## src/rtl/cim_pkg.sv

```systemverilog
`timescale 1ns/1ps
package cim_pkg;
    parameter int C0_W     = 4;
    parameter int C1_W     = 6;
    parameter int NARROW_W = 4;
    localparam int EXT_W   = C1_W - NARROW_W;

    typedef struct packed {
        logic [C0_W-1:0] prev;       // value sampled at previous strobe
        logic [C0_W-1:0] last;       // most recently accepted code
        logic [C0_W-1:0] code;       // visible code
        logic            flag;       // visible change flag
        logic            pend_vld;   // second buffer entry valid
        logic [C0_W-1:0] pend_code;  // second buffer entry
    } rx0_st_t;

    typedef struct packed {
        logic [C1_W-1:0] code;
        logic            pend;       // change seen, not yet cleared
    } rx1_st_t;

    typedef struct packed {
        logic [C0_W-1:0] c0;
        logic [C1_W-1:0] c1;
        logic            wide;
        logic            ien;
    } tx_st_t;
endpackage

```

## src/rtl/cim_tx.sv

```systemverilog
`timescale 1ns/1ps
module cim_tx
    import cim_pkg::*;
(
    input  logic            clk,
    input  logic            rst_n,
    input  logic            wr_c0_en,
    input  logic [C0_W-1:0] wr_c0_data,
    input  logic            wr_c1_en,
    input  logic [C1_W-1:0] wr_c1_data,
    input  logic            wr_c1_wide,
    input  logic            wr_c1_ien,
    output logic [C0_W-1:0] tx_c0,
    output logic [C1_W-1:0] tx_c1,
    output logic            wide,
    output logic            ien
);
    tx_st_t st_d, st_q;

    always_comb begin
        st_d = st_q;
        if (wr_c0_en) begin
            st_d.c0 = wr_c0_data;
        end
        if (wr_c1_en) begin
            st_d.c1   = wr_c1_data;
            st_d.wide = wr_c1_wide;
            st_d.ien  = wr_c1_ien;
        end
    end

    always_ff @(posedge clk or negedge rst_n) begin
        if (!rst_n) begin
            st_q <= '0;
        end else begin
            st_q <= st_d;
        end
    end

    assign tx_c0 = st_q.c0;
    assign wide  = st_q.wide;
    assign ien   = st_q.ien;

    generate
        if (EXT_W > 0) begin : g_ext
            assign tx_c1 = st_q.wide ? st_q.c1
                                     : {{EXT_W{1'b1}}, st_q.c1[NARROW_W-1:0]};
        end else begin : g_noext
            assign tx_c1 = st_q.c1;
        end
    endgenerate
endmodule

```

## src/rtl/cim_rx0.sv

```systemverilog
`timescale 1ns/1ps
module cim_rx0
    import cim_pkg::*;
(
    input  logic            clk,
    input  logic            rst_n,
    input  logic            stb,
    input  logic [C0_W-1:0] rx,
    input  logic            rd,
    output logic [C0_W-1:0] code,
    output logic            flag
);
    rx0_st_t st_d, st_q;
    logic    accept;

    assign accept = stb && (rx == st_q.prev) && (rx != st_q.last);

    always_comb begin
        st_d = st_q;
        // read first: dequeue the visible entry
        if (rd) begin
            if (st_q.pend_vld) begin
                st_d.code     = st_q.pend_code;
                st_d.flag     = 1'b1;
                st_d.pend_vld = 1'b0;
            end else begin
                st_d.flag = 1'b0;
            end
        end
        if (stb) begin
            st_d.prev = rx;
        end
        // then enqueue a newly accepted code
        if (accept) begin
            st_d.last = rx;
            if (st_d.flag) begin
                st_d.pend_vld  = 1'b1;
                st_d.pend_code = rx;
            end else begin
                st_d.code = rx;
                st_d.flag = 1'b1;
            end
        end
    end

    always_ff @(posedge clk or negedge rst_n) begin
        if (!rst_n) begin
            st_q <= '0;
        end else begin
            st_q <= st_d;
        end
    end

    assign code = st_q.code;
    assign flag = st_q.flag;
endmodule

```

## src/rtl/cim_rx1.sv

```systemverilog
`timescale 1ns/1ps
module cim_rx1
    import cim_pkg::*;
(
    input  logic            clk,
    input  logic            rst_n,
    input  logic            stb,
    input  logic [C1_W-1:0] rx,
    input  logic            wide,
    input  logic            ien,
    input  logic            rd,
    output logic [C1_W-1:0] code,
    output logic            flag
);
    rx1_st_t         st_d, st_q;
    logic [C1_W-1:0] masked;

    generate
        if (EXT_W > 0) begin : g_mask
            assign masked = wide ? rx : {{EXT_W{1'b0}}, rx[NARROW_W-1:0]};
        end else begin : g_nomask
            assign masked = rx;
        end
    endgenerate

    always_comb begin
        st_d = st_q;
        // a read clears only a flag that is being shown
        if (rd && ien) begin
            st_d.pend = 1'b0;
        end
        if (stb && (masked != st_q.code)) begin
            st_d.code = masked;
            st_d.pend = 1'b1;
        end
    end

    always_ff @(posedge clk or negedge rst_n) begin
        if (!rst_n) begin
            st_q <= '0;
        end else begin
            st_q <= st_d;
        end
    end

    assign code = st_q.code;
    assign flag = st_q.pend & ien;
endmodule

```

## src/rtl/cim_mon.sv

```systemverilog
`timescale 1ns/1ps
module cim_mon
    import cim_pkg::*;
(
    input  logic            clk,
    input  logic            rst_n,
    input  logic            frame_stb,
    input  logic [C0_W-1:0] rx_c0,
    input  logic [C1_W-1:0] rx_c1,
    input  logic            wr_c0_en,
    input  logic [C0_W-1:0] wr_c0_data,
    input  logic            wr_c1_en,
    input  logic [C1_W-1:0] wr_c1_data,
    input  logic            wr_c1_wide,
    input  logic            wr_c1_ien,
    input  logic            rd_c0_stb,
    output logic [C0_W-1:0] st0_code,
    output logic            st0_chg0,
    output logic            st0_chg1,
    output logic [C1_W-1:0] st1_code,
    output logic [C0_W-1:0] tx_c0,
    output logic [C1_W-1:0] tx_c1,
    output logic            irq
);
    logic wide;
    logic ien;

    cim_tx u_tx (
        .clk        (clk),
        .rst_n      (rst_n),
        .wr_c0_en   (wr_c0_en),
        .wr_c0_data (wr_c0_data),
        .wr_c1_en   (wr_c1_en),
        .wr_c1_data (wr_c1_data),
        .wr_c1_wide (wr_c1_wide),
        .wr_c1_ien  (wr_c1_ien),
        .tx_c0      (tx_c0),
        .tx_c1      (tx_c1),
        .wide       (wide),
        .ien        (ien)
    );

    cim_rx0 u_rx0 (
        .clk   (clk),
        .rst_n (rst_n),
        .stb   (frame_stb),
        .rx    (rx_c0),
        .rd    (rd_c0_stb),
        .code  (st0_code),
        .flag  (st0_chg0)
    );

    cim_rx1 u_rx1 (
        .clk   (clk),
        .rst_n (rst_n),
        .stb   (frame_stb),
        .rx    (rx_c1),
        .wide  (wide),
        .ien   (ien),
        .rd    (rd_c0_stb),
        .code  (st1_code),
        .flag  (st0_chg1)
    );

    assign irq = st0_chg0 | st0_chg1;
endmodule

```

## config.mk

```make
export PLATFORM = sky130hd
export DESIGN_NAME = cim_mon
export DESIGN_NICKNAME = d
export VERILOG_FILES = /design/src/rtl/cim_pkg.sv /design/src/rtl/cim_tx.sv /design/src/rtl/cim_rx0.sv /design/src/rtl/cim_rx1.sv /design/src/rtl/cim_mon.sv
export SDC_FILE = /design/constraint.sdc
export NUM_CORES = 1
export LEC_CHECK = 0
export ABC_AREA = 1
export BUFFER_PORTS_ARGS = -buffer_cell sky130_fd_sc_hd__buf_4
export CORE_UTILIZATION = 54
export CTS_BUF_LIST = sky130_fd_sc_hd__clkbuf_4 sky130_fd_sc_hd__clkbuf_8
export CTS_CLUSTER_DIAMETER = 60
export DETAILED_ROUTE_END_ITERATION = 10
export PLACE_DENSITY = 0.87
export RECOVER_POWER = 50
export SYNTH_ARGS = -nofsm -noshare
export SYNTH_HDL_FRONTEND = slang
export SYNTH_SLANG_ARGS = --single-unit
```

## constraint.sdc

```tcl
create_clock -name clk -period 1.4 [get_ports clk]
set_input_delay 0.07 -clock clk [delete_from_list [all_inputs] [get_ports clk]]
set_output_delay 0.07 -clock clk [all_outputs]
set_load 0.005 [all_outputs]
```

======== Word-level counts from Yosys, hierarchy flattened ========
Cells that the tools add are included.
cells by class
  mux-type cells .......................... 10
  reduce and logical (&&, ||, !) cells .... 6
  bitwise operators ....................... 2
  eq/ne operators ......................... 3
operator list
  operator             count
  $mux W6              3
  $mux W10             1
  $mux W5              2
  $ne A6 B6 Y1         1
  $eq A4 B4 Y1         1
  $logic_and A1 B1 Y1  4
  $mux W4              1
  $ne A4 B4 Y1         1
  $mux W1              3
  $reduce_and A2 Y1    1
  $reduce_bool A2 Y1   1
  $and A1 B1 Y1        1
  $or A1 B1 Y1         1
storage, ports and cells
  input bits .............................. 28
  word-level logic and storage cells ...... 33
  output and inout bits ................... 23
  bits in registers ....................... 37

======== Logic depth before layout (Yosys ltp) ========
  depth after elaboration ................. 4
  depth in mapped cells ................... 9
  depth with buffers taken out ............ 9

======== Cells and area by module ========
A second synthesis with hierarchy kept.
unflattened totals
  cell total of the unflattened synthesis .. 259
  area total of the unflattened synthesis .. 2008.2 um^2
by module, submodules not included
  module   times used  area an instance (um^2)  cells an instance  sequential area each (um^2)
  cim_rx0  1           1008.5                   127                450.4
  cim_tx   1           529.3                    63                 300.3
  cim_rx1  1           459.2                    66                 175.2
  cim_mon  1           11.3                     3                  0.0

======== Worst setup path before layout ========
Ideal clock, no wire load.
  path kind ............................... reg-to-reg
  start ................................... reg u_rx0.st_q[4] (netlist bit)
  end ..................................... reg u_rx0.st_q (netlist bit u_rx0.flag)
  setup slack ............................. 0.138 ns
  setup time .............................. 0.127 ns
  period minus slack after synthesis ...... 1.262 ns
  arrival time ............................ 1.134 ns
  buffers on the path ..................... 1
  data required time ...................... 1.273 ns
  cell stages (with the launch flop) ...... 5
  path through ............................ dfrtp_1 -> nand2_1 -> o21ai_0 -> buf_2 -> or2_2
RTL lines
  what                    line           RTL
  start, declared         cim_rx0.sv:13  rx0_st_t st_d, st_q;
  start signal, assigned  cim_rx0.sv:50  st_q <= st_d;

==> impl_metrics.prom <==
# TYPE chip_impl_metric gauge
chip_impl_metric{name="drive_above_1_share",unit=""} 0.281
chip_impl_metric{name="number_of_global_route_vias_before_repair",unit=""} 1542
chip_impl_metric{name="critPathRequiredTime",unit="ns"} 1.64
chip_impl_metric{name="synth.area.mux_share",unit=""} 0.0697
chip_impl_metric{name="transition_at_the_pin_with_the_smallest_max_transition_slack",unit="ns"} 0.877
chip_impl_metric{name="min_period_over_period",unit=""} 0.961
chip_impl_metric{name="vdd.ir_drop.worst",unit="mV"} 0.713
chip_impl_metric{name="design.die.area",unit="mm²"} 0.00376
chip_impl_metric{name="yosys.area_share.adder",unit=""} 0
chip_impl_info{name="layout.cells.most_common",value="sky130_fd_sc_hd__nand2_1"} 1
chip_impl_metric{name="finalNetCount",unit=""} 322
chip_impl_metric{name="final_critical_path_setup_slack",unit="ns"} 0.0553
chip_impl_metric{name="ff_latch_area",unit="µm²"} 927
chip_impl_info{name="cp_slowest_cell",value="sky130_fd_sc_hd__dlygate4sd3_1"} 1
chip_impl_metric{name="yosys.area_share.simple",unit=""} 0.239
chip_impl_metric{name="postSynthCellCount",unit=""} 232
chip_impl_metric{name="clkTransAtPathRegs",unit="ns"} 0.11
chip_impl_metric{name="grt_max_degree",unit=""} 38
chip_impl_metric{name="global_route_wire_length_before_repair",unit="mm"} 6.64
chip_impl_metric{name="maxClockFrequency",unit="MHz"} 744
chip_impl_metric{name="yosys_register_bits",unit=""} 37
chip_impl_metric{name="cpPeakStageDelay",unit="ns"} 0.53
chip_impl_metric{name="power_density",unit="mW/mm²"} 1100
chip_impl_info{name="main_combinational_cell_family_by_area_after_synthesis",value="simple AND/OR/NAND/NOR gates"} 1
chip_impl_metric{name="initial_core_util",unit=""} 0.565
chip_impl_metric{name="std_cell_rows",unit=""} 21
chip_impl_metric{name="total_leakage_power",unit="nW"} 1.35
chip_impl_info{name="setup_repair_after_global_routing_missed_its_margin",value="yes"} 1
chip_impl_metric{name="synth-compound-area-share",unit=""} 0.0461
chip_impl_metric{name="post-route-drc-count",unit=""} 0
chip_impl_metric{name="post_synth_xor_xnor_area",unit=""} 0.0230
chip_impl_info{name="setup.worst_path.start_class",value="input port"} 1
chip_impl_metric{name="antenna_found_initial",unit=""} 0
chip_impl_metric{name="avgViaCountPerCell",unit=""} 4.80
chip_impl_metric{name="chipWidth",unit="µm"} 61.3
chip_impl_info{name="min_path_type",value="in2reg"} 1
chip_impl_metric{name="syn-num-nets",unit=""} 260
chip_impl_info{name="run_status",value="finished, final reports clean"} 1
chip_impl_info{name="cts_tree",value="done"} 1
chip_impl_metric{name="detailedRoute.firstPassIterationCount",unit=""} 4
chip_impl_info{name="critical_path_class",value="in2reg"} 1
chip_impl_metric{name="route.final.wire_length",unit="mm"} 4.12
chip_impl_metric{name="route.detailed.wl_per_inst",unit="µm"} 12.1
chip_impl_metric{name="hpwl_after_detailed_placement",unit="mm"} 2.59
chip_impl_metric{name="insertedDiodeCount",unit=""} 0
chip_impl_metric{name="cts_buffer_depth",unit=""} 2
chip_impl_info{name="clockRootBuffer",value="sky130_fd_sc_hd__clkbuf_4"} 1
chip_impl_metric{name="worst_skew_pair.late_latency",unit="ns"} 0.34
chip_impl_metric{name="layout.core_utilization",unit=""} 0.759
chip_impl_metric{name="core-area",unit="mm²"} 0.00336
chip_impl_metric{name="cts_sinks",unit=""} 37
chip_impl_info{name="critical_path.cell_chain",value="dlygate4sd3_1 -> buf_4 -> xnor2_1 -> nand2_1 -> nor2_1 -> nor2_4 -> or2_2"} 1
chip_impl_metric{name="place.gp.congestion",unit=""} 0.809
chip_impl_metric{name="cts_max_level",unit=""} 2
chip_impl_metric{name="num_vias",unit=""} 1636
chip_impl_metric{name="finalClockSkew",unit="ns"} 0.00897
chip_impl_metric{name="critical_path_peak_fanout",unit=""} 13
chip_impl_info{name="leading_cell_types_in_the_layout_fill_and_taps_excluded",value="sky130_fd_sc_hd__nand2_1, sky130_fd_sc_hd__buf_4, sky130_fd_sc_hd__dfrtp_1"} 1
chip_impl_metric{name="global_route.overflow_total",unit=""} 0
chip_impl_metric{name="io_buffer_count",unit=""} 50
chip_impl_metric{name="post_synth_num_cell_types",unit=""} 19
chip_impl_metric{name="final-hold-violation-count",unit=""} 0
chip_impl_metric{name="max_cap_violations",unit=""} 0
chip_impl_metric{name="die_h",unit="µm"} 61.3
chip_impl_metric{name="synth_area_per_cell",unit="µm²"} 8.20
chip_impl_metric{name="placement.setup.worst_slack",unit="ns"} 0.0389
chip_impl_metric{name="pin_count",unit=""} 51
chip_impl_metric{name="slew_headroom",unit=""} 0.415
chip_impl_metric{name="initialDrtViolationCount",unit=""} 79
chip_impl_metric{name="multi_input_area",unit="µm²"} 758
chip_impl_metric{name="synth_sequential_area_ratio",unit=""} 0.487
chip_impl_metric{name="yosysWarningCount",unit=""} 0
chip_impl_metric{name="timing.final.setup_violations",unit=""} 0
chip_impl_metric{name="worstPathArrival",unit="ns"} 1.58
chip_impl_metric{name="grt_usage",unit=""} 0.251
chip_impl_metric{name="area.growth.synth_to_final",unit="%"} 34.2
chip_impl_metric{name="final_max_slew_viol_count",unit=""} 0
chip_impl_metric{name="cts_made_buffers",unit=""} 5
chip_impl_metric{name="finalCriticalPeriod",unit="ns"} 1.34
chip_impl_metric{name="netlist_area",unit="mm²"} 0.00190
chip_impl_metric{name="ant_nets",unit=""} 0
chip_impl_metric{name="fill_cells",unit=""} 245
chip_impl_info{name="crit_end_category",value="register"} 1
==> registers in the layout, summed over array words and instances, names as in the netlist <==
name	count
u_tx.ien	1
u_rx0.code	4
u_rx1.code	6
u_tx.tx_c0	4
u_rx0.flag	1
u_rx1.st_q	1
u_rx0.st_q	13
u_tx.st_q	6
u_tx.wide	1
==> repair_timing <==
action | in CTS | in global routing
endpoints found under the hold margin | 63 | 0
setup endpoints to repair | 0 | 18
gates resized for setup | 0 | 12
hold buffers | 25 | 0
buffers inserted | 0 | 0
==> metal layers <==
metal | vias to the layer above | GRT usage | wire (µm)
met2 | 61 | 0.433 | 2090
met1 | 742 | 0.288 | 1700
li1 | 822 | - | -
met5 | - | 0 | 0
met4 | 0 | 0.121 | 112
met3 | 11 | 0.0735 | 220
==> metrics by stage <==
stage	setup TNS (ns)	hold slack, ns	power [mW]	cell area, µm²	cells
after floorplan	0	-0.226	1.87	1900	232
after CTS	0	0.00101	2.79	2520	342
after global placement	0	0.0540	2.06	2200	309
after global routing	-0.0648	0.000331	3.02	2550	341
final	0	0.0108	2.81	2550	341
after detailed placement	0	0.0550	2.10	2200	309
==> critical path, delay by kind of cell <==
kind	cells	cell delay, ns
buffers and inverters	2	0.69
AND/OR/NAND/NOR	4	0.67
XOR/XNOR	1	0.15
==> synth_stat cells, drive strengths merged <==
library cell  number  share of area
a21boi             1         0.0039
buf               21          0.082
clkbuf             2         0.0039
dfrtp             37           0.49
inv               25          0.049
mux2              10          0.059
mux2i              2          0.011
nand2             88           0.18
nand3             13          0.034
nor2              10          0.024
nor3               1         0.0026
o21ai             16          0.042
or2                1         0.0033
xnor2              2         0.0092
xor2               3          0.014
==> layout make-up <==
| class | count | share of cell area |
|---|---|---|
| multi-input cells | 147 | 0.297 |
| clock buffers | 7 | 0.0255 |
| inverters | 25 | 0.0368 |
| repair buffers | 78 | 0.253 |
| flip-flops and latches | 37 | 0.363 |
| well taps | 46 | 0.0225 |
| clock inverters | 1 | 0.00196 |
==> kinds of logic after synthesis <==
logic type,Yosys count
simple gates,113
xor+xnor,5
mux,12
buf+inv,48
flops,37
compound gates,17
==> final timing paths <==
check,startpoint,end,slack (ns),cells after the start
max in group asynchronous,rst_n,u_tx.wide,0.44,2
worst min-delay path,wr_c1_en,u_tx.st_q[6],0.01,2
worst min register to register,u_rx0.st_q[0],u_rx0.st_q[0],0.49,2
worst max register to register,u_tx.tx_c0[2],u_tx.tx_c0[2],0.07,2
worst max-delay path,rx_c0[3],u_rx0.flag,0.06,7
min in group asynchronous,rst_n,u_rx0.flag,0.36,2
==> report_power, final <==
group          total (mW)  leakage, nW  internal, mW  switching [mW]
Clock               0.641       0.0413         0.291           0.350
Sequential           1.37        0.455          1.25           0.114
Combinational       0.802        0.855         0.415           0.388
Power figures use the tool's default switching activity.
